==> config.mk <==
export PLATFORM = sky130hd
export DESIGN_NAME = mfe_encoder
export DESIGN_NICKNAME = d
export VERILOG_FILES = /design/src/rtl/mfe_pkg.sv /design/src/rtl/mfe_clk_div.sv /design/src/rtl/mfe_seq.sv /design/src/rtl/mfe_line_drv.sv /design/src/rtl/mfe_encoder.sv
export SDC_FILE = /design/constraint.sdc
export NUM_CORES = 1
export LEC_CHECK = 0
export ABC_CLOCK_PERIOD_IN_PS = 5200
export BUFFER_PORTS_ARGS = -buffer_cell sky130_fd_sc_hd__buf_2
export CAP_MARGIN = 20
export CORE_ASPECT_RATIO = 0.75
export CORE_UTILIZATION = 46
export DETAILED_ROUTE_END_ITERATION = 12
export PLACE_DENSITY = 0.74
export SLEW_MARGIN = 15
export SYNTH_ARGS = -nofsm -noshare
export SYNTH_HDL_FRONTEND = slang
export SYNTH_SLANG_ARGS = --single-unit
==> constraint.sdc <==
create_clock -name clk -period 5.2 [get_ports clk]
set_clock_uncertainty 0.15 [all_clocks]
set_input_delay 0 -clock clk [delete_from_list [all_inputs] [get_ports clk]]
set_output_delay 0 -clock clk [all_outputs]
set_load 0.05 [all_outputs]
==> src/rtl/mfe_pkg.sv <==
// Shared constants and helpers for the Manchester frame encoder.
// Assumes: word length limits stay within 1..31 so a 5-bit field holds them.
package mfe_pkg;
    localparam int MFE_MIN_LEN = 2;
    localparam int MFE_MAX_LEN = 28;
    localparam int MFE_SYNC_HALVES = 6;

    // Clamp a requested word length into [lo, hi].
    function automatic logic [4:0] mfe_clamp(input logic [4:0] req,
                                             input logic [4:0] lo,
                                             input logic [4:0] hi);
        if (req < lo)      return lo;
        else if (req > hi) return hi;
        else               return req;
    endfunction
endpackage

==> src/rtl/mfe_clk_div.sv <==
// Divides the encoder clock by PRE and then by POST. The output is a square
// wave that toggles every PRE*POST/2 clocks.
// Assumes: PRE*POST is even and at least 4.
module mfe_clk_div #(
    parameter int PRE  = 2,
    parameter int POST = 6
) (
    input  logic clk,
    input  logic rst_n,
    output logic div_o
);
    localparam int HALF = PRE * POST / 2;
    localparam int CW   = $clog2(HALF);
    localparam logic [CW-1:0] LAST = CW'(HALF - 1);

    logic [CW-1:0] cnt_q;
    logic          div_q;

    // Count clocks and flip the output every HALF clocks.
    always_ff @(posedge clk) begin
        if (!rst_n) begin
            cnt_q <= '0;
            div_q <= 1'b0;
        end else if (cnt_q == LAST) begin
            cnt_q <= '0;
            div_q <= ~div_q;
        end else begin
            cnt_q <= cnt_q + 1'b1;
        end
    end

    assign div_o = div_q;


    div_hold_chk: assert property (@(posedge clk) disable iff (!rst_n)
        (cnt_q != LAST) |=> $stable(div_q));
endmodule

==> src/rtl/mfe_seq.sv <==
// Frame sequencer. It counts half bits, latches the frame settings at
// the start, requests serial data, accumulates parity and produces the
// registered line level.
// Assumes: half_tick is a one-cycle strobe with at least 3 clocks between
// strobes, so a data capture never meets a tick.
module mfe_seq #(
    parameter int MIN_LEN = mfe_pkg::MFE_MIN_LEN,
    parameter int MAX_LEN = mfe_pkg::MFE_MAX_LEN,
    parameter int LEN_W   = 5,
    parameter int H_W     = $clog2(2 * (MAX_LEN + 4))
) (
    input  logic             clk,
    input  logic             rst_n,
    input  logic             half_tick,
    input  logic             enc_en,
    input  logic             sync_cmd,
    input  logic             par_odd,
    input  logic [LEN_W-1:0] word_len,
    input  logic             ser_din,
    output logic             active_o,
    output logic             level_o,
    output logic             shift_o
);
    localparam logic [LEN_W-1:0] LMIN = LEN_W'(MIN_LEN);
    localparam logic [LEN_W-1:0] LMAX = LEN_W'(MAX_LEN);
    localparam logic [H_W-1:0]   H3   = H_W'(3);
    localparam logic [H_W-1:0]   H5   = H_W'(5);
    localparam logic [H_W-1:0]   H6   = H_W'(mfe_pkg::MFE_SYNC_HALVES);

    logic             active_q, level_q, shift_q;
    logic             cmd_q, odd_q, par_q, cur_q;
    logic [LEN_W-1:0] len_q, len_in;
    logic [H_W-1:0]   h_q, h_nx, last_h, par_h, req_top;
    logic             start, nx_level;

    // Clamp the requested length and derive the frame landmarks.
    always_comb begin
        len_in  = LEN_W'(mfe_pkg::mfe_clamp(5'(word_len), 5'(LMIN), 5'(LMAX)));
        last_h  = H_W'(2 * len_q + 7);
        par_h   = H_W'(2 * len_q + 6);
        req_top = H_W'(2 * len_q + 3);
        h_nx    = h_q + 1'b1;
        start   = !active_q || (h_q == last_h);
    end

    // Line level for the next half bit: sync, then data, then parity.
    always_comb begin
        if (h_nx < H3)         nx_level = cmd_q;
        else if (h_nx < H6)    nx_level = ~cmd_q;
        else if (h_nx < par_h) nx_level = cur_q ^ h_nx[0];
        else                   nx_level = (par_q ^ odd_q) ^ h_nx[0];
    end

    // Sequence state: capture data, advance on half ticks, start or stop frames.
    always_ff @(posedge clk) begin
        if (!rst_n) begin
            active_q <= 1'b0;
            level_q  <= 1'b0;
            shift_q  <= 1'b0;
            cmd_q    <= 1'b0;
            odd_q    <= 1'b0;
            par_q    <= 1'b0;
            cur_q    <= 1'b0;
            len_q    <= LMIN;
            h_q      <= '0;
        end else begin
            shift_q <= 1'b0;
            if (shift_q) begin
                cur_q <= ser_din;
                par_q <= par_q ^ ser_din;
            end
            if (half_tick) begin
                if (start) begin
                    h_q <= '0;
                    if (enc_en) begin
                        active_q <= 1'b1;
                        cmd_q    <= sync_cmd;
                        odd_q    <= par_odd;
                        len_q    <= len_in;
                        par_q    <= 1'b0;
                        level_q  <= sync_cmd;
                    end else begin
                        active_q <= 1'b0;
                        level_q  <= 1'b0;
                    end
                end else begin
                    h_q     <= h_nx;
                    level_q <= nx_level;
                    if (h_nx[0] && h_nx >= H5 && h_nx <= req_top)
                        shift_q <= 1'b1;
                end
            end
        end
    end

    assign active_o = active_q;
    assign level_o  = level_q;
    assign shift_o  = shift_q;


    shift_single_chk: assert property (@(posedge clk) disable iff (!rst_n)
        shift_q |=> !shift_q);

    tick_hold_chk: assert property (@(posedge clk) disable iff (!rst_n)
        !half_tick |=> $stable(h_q) && $stable(level_q));

    frame_range_chk: assert property (@(posedge clk) disable iff (!rst_n)
        active_q |-> (h_q <= last_h));

    idle_low_chk: assert property (@(posedge clk) disable iff (!rst_n)
        (half_tick && start && !enc_en) |=> (!active_o && !level_o));
endmodule

==> src/rtl/mfe_line_drv.sv <==
// Bipolar output stage. It splits the line level into complementary one
// and zero outputs and forces both low when idle or inhibited.
// Assumes: level is low whenever the frame is not active.
module mfe_line_drv (
    input  logic clk,
    input  logic rst_n,
    input  logic active,
    input  logic level,
    input  logic inhibit,
    output logic one_o,
    output logic zero_o
);
    // Gate the level onto the two rails.
    always_comb begin
        one_o  = active & level & ~inhibit;
        zero_o = active & ~level & ~inhibit;
    end


    compl_chk: assert property (@(posedge clk) disable iff (!rst_n)
        (active && !inhibit) |-> (one_o ^ zero_o));
endmodule

==> src/rtl/mfe_encoder.sv <==
// Manchester II frame encoder top. It joins the frame sequencer, the
// bipolar output stage and the encoder clock divider.
// Assumes: half_tick strobes come at twice the bit rate, at least 3 clocks apart.
module mfe_encoder #(
    parameter int MIN_LEN  = mfe_pkg::MFE_MIN_LEN,
    parameter int MAX_LEN  = mfe_pkg::MFE_MAX_LEN,
    parameter int DIV_PRE  = 2,
    parameter int DIV_POST = 6
) (
    input  logic       clk,
    input  logic       rst_n,
    input  logic       half_tick,
    input  logic       enc_en,
    input  logic       sync_cmd,
    input  logic       par_odd,
    input  logic [4:0] word_len,
    input  logic       ser_din,
    input  logic       out_inhibit,
    output logic       shift_clk,
    output logic       bip_one,
    output logic       bip_zero,
    output logic       div_clk
);
    logic act_w, lvl_w;

    mfe_seq #(.MIN_LEN(MIN_LEN), .MAX_LEN(MAX_LEN), .LEN_W(5)) u_seq (
        .clk(clk), .rst_n(rst_n), .half_tick(half_tick), .enc_en(enc_en),
        .sync_cmd(sync_cmd), .par_odd(par_odd), .word_len(word_len),
        .ser_din(ser_din), .active_o(act_w), .level_o(lvl_w), .shift_o(shift_clk)
    );

    mfe_line_drv u_drv (
        .clk(clk), .rst_n(rst_n), .active(act_w), .level(lvl_w),
        .inhibit(out_inhibit), .one_o(bip_one), .zero_o(bip_zero)
    );

    mfe_clk_div #(.PRE(DIV_PRE), .POST(DIV_POST)) u_div (
        .clk(clk), .rst_n(rst_n), .div_o(div_clk)
    );
endmodule

==> flow_metrics.py <==
metrics = {
    "setup_path": {
        "r2r_cells": 8,
        "worstPathMaxFanout": 14,
        "critical_path.max_stage_delay_ns": 0.59,
        "endpoint_kind": "flop",
        "crit_start": "u_seq.len_q[0]",
        "reg2reg_setup_slack_ns": 2.09,
        "crit_required_ns": 5.22,
        "slowest_stage": "dlygate4sd3_1",
        "crit_buf_inv": 2,
        "path_cells": "inv_1, ha_1, xnor2_1, nor3_1, a41oi_2, o21ai_0, o311ai_0, dlygate4sd3_1",
        "timing.rr.start": "u_seq.len_q[0]",
        "path_class": "reg -> reg",
        "r2r-end": "u_seq.len_q[1]",
        "worst_ep_arrival_time_ns": 3.13,
        "cp_top_family": "compound AO/OA/AOI/OAI gates",
        "cp-start-kind": "flop",
    },
    "grt": {
        "grt.overflow.total": 0,
        "grt_first_pass_wirelength_mm": 5.940,
        "grt_max_degree": 19,
        "antenna_found_initial": 0,
        "grt_usage_pct": 21.12,
        "grt_pass1_vias": 1197,
    },
    "power": {
        "ir_worst_vdd_mv": 0.1632,
        "p_per_area_nw_per_um2": 224.9,
        "p_leak_nw": 0.7544,
        "power.total_mw": 0.4079,
    },
    "cells_and_area": {
        "diodes": 0,
        "final_core_util_pct": 58.82,
        "synthToLayoutAreaGrowth_pct": 16.65,
        "layout-drive-gt1-share_pct": 10.75,
        "stdcell_count": 252,
        "nets": 244,
    },
    "logic_synthesis": {
        "synth_top_area_cell": "dfxtp_1",
        "ys_seq_elements": 22,
        "synthTopCellsByCount": "22 x dfxtp_1, 19 x a21oi_1, 18 x nand3_1",
        "synth_edf_count": 0,
        "syn_nets": 221,
        "async_reset_ff_share_pct": 0,
        "synth_top_area_share_pct": 28.32,
        "synthTopCellsByArea": "dfxtp_1 28%, ha_1 13%, a21oi_1 6.1%, nand3_1 5.8%, xor2_1 5.6%",
        "ys_seq_area_share_pct": 28.32,
        "syn_avg_cell_area_um2": 8.100,
        "netlist_area_um2": 1555,
        "synth_cells": 192,
        "ys.flop_type": "dfxtp_1",
        "synth.most_common_cell": "dfxtp_1",
        "ys_warn_count": 0,
        "synth.distinct_cells": 41,
    },
    "routing": {
        "final_antenna_net_count": 0,
        "drc": 0,
        "finalWirelength_mm": 3.654,
        "vias_per_cell": 5.484,
        "first_iter_violations": 84,
        "post_drt_wl_per_cell_um": 14.50,
        "first_pass_iters": 4,
        "vias": 1382,
    },
    "die": {
        "fp.coreArea_um2": 3084,
        "die-area_um2": 3620,
        "initial_utilization_pct": 50.43,
        "num_io_pins": 17,
        "num_rows": 17,
        "die_w_um": 69.14,
        "die_h_um": 52.36,
    },
    "clock_network": {
        "clk_latency_ns": 0.27,
        "cts.clk_slew.worst_paths_ns": 0.09,
        "cts_inserted_buffers": 3,
        "ctsHoldBuffers": 11,
        "cts_buffer_depth": 2,
        "cts_max_level": 1,
        "cts_tree": "done",
        "cts.repair.resized": 0,
        "numClockSinks": 22,
        "cts-root-buf": "clkbuf_8",
        "post_cts_buffers": 0,
    },
    "worst_hold_path": {
        "hp-start": "enc_en",
        "holdCritPathClass": "in -> reg",
        "holdPathEnd": "u_seq.par_q",
        "hold_depth": 3,
    },
    "timing": {
        "rsz0062_at_grt": "no",
        "fin_ws_ns": 2.087,
        "tightestPinTransition_ns": 0.6769,
        "setup_viol": 0,
        "slew_violations": 0,
        "post-route-period-util_pct": 59.87,
        "min_period_ns": 3.113,
        "max_freq_mhz": 321.2,
        "tns_ns": 0,
        "relSlewSlack_pct": 54.87,
        "hold_viol": 0,
    },
    "placement": {
        "place_inst": 237,
        "place_congestion": 0.9162,
        "portBuffers": 16,
        "place_ws_ns": 2.490,
        "dpl.hpwl_mm": 2.673,
    },
    "run_status": {
        "status": "finished clean",
    },
    "flow_run": {
        "cap_violations": 0,
    },
}
cell families (layout without fill, tap and decap cells):
kind of cell | after synthesis | in the layout | share of synthesized area (%)
adder cells (fa/ha/maj) | 16 | 16 | 12.87
buffers and inverters | 19 | 41 | 5.631
AO/OA/AOI/OAI | 46 | 46 | 19.15
AND/OR/NAND/NOR | 67 | 67 | 20.44
flip-flops | 22 | 22 | 28.32
multiplexers | 3 | 3 | 1.931
XOR/XNOR | 19 | 19 | 11.67
sequential cells by signal (all words and copies together), names as in the netlist:
register and flops:
u_seq.len_q 5, u_seq.h_q 6, u_seq.level_o 1, u_seq.cur_q 1, u_seq.shift_o 1, u_div.cnt_q 3, u_div.div_o 1, u_seq.cmd_q 1
u_seq.active_o 1, u_seq.odd_q 1, u_seq.par_q 1
cell type report:
class	instances	area [um2]
Inverter	10	37.54
Fill cell	262	1270
Clock inverter	1	30.03
Clock buffer	3	41.29
Multi-Input combinational cell	151	1027
Timing Repair Buffer	27	190.2
Tap cell	38	47.55
Sequential cell	22	440.4
power breakdown:
group	leakage, nW	switching [mW]	internal, mW	total, mW
combinational	0.540	0.0351	0.0279	0.0631
clock	0.0357	0.0602	0.103	0.163
sequential	0.179	0.00720	0.174	0.182
total	0.754	0.103	0.305	0.408
per-stage QoR:
stage	hold slack, ns	area, um2
after detailed placement	0.1108	1633
after CTS	0.08349	1814
after global routing	0.1225	1814
after global placement	0.1040	1633
after floorplan	-0.05873	1555
final	0.07872	1814
layout by cell type (no fill, tap or decap), types with 5 or more instances in the layout:
cell type and count:
xor2_1 10, xnor2_1 8, nand2_1 16, nand3_1 18, dlygate4sd3_1 11, nor2_1 15
inv_1 8, o21ai_1 5, buf_2 16, ha_1 16, a21oi_1 19, dfxtp_1 22
worst max-delay path by stage:
stage | endpoint | cells past startpoint | slack, ns
floorplan | u_seq.level_o | 8 | 2.81
global placement | u_seq.level_o | 8 | 2.53
detailed placement | u_seq.level_o | 8 | 2.49
CTS | u_seq.len_q[1] | 8 | 2.13
global route | u_seq.len_q[1] | 8 | 1.94
finish | u_seq.len_q[1] | 8 | 2.09
metal layers:
metal	global-route usage, %	wire, um	share of wire, %
met1	31.97	2005	55
met2	30.26	1430	39
met3	4.038	201	5.5
met4	5.102	17	0.47
met5	0	0	0
worst min-delay path: stages:
cell	delay [ns]
buf_2	0.08
and2_1	0.26
a211oi_1	0.11
No activity file was read; power rests on OpenSTA's default activity.
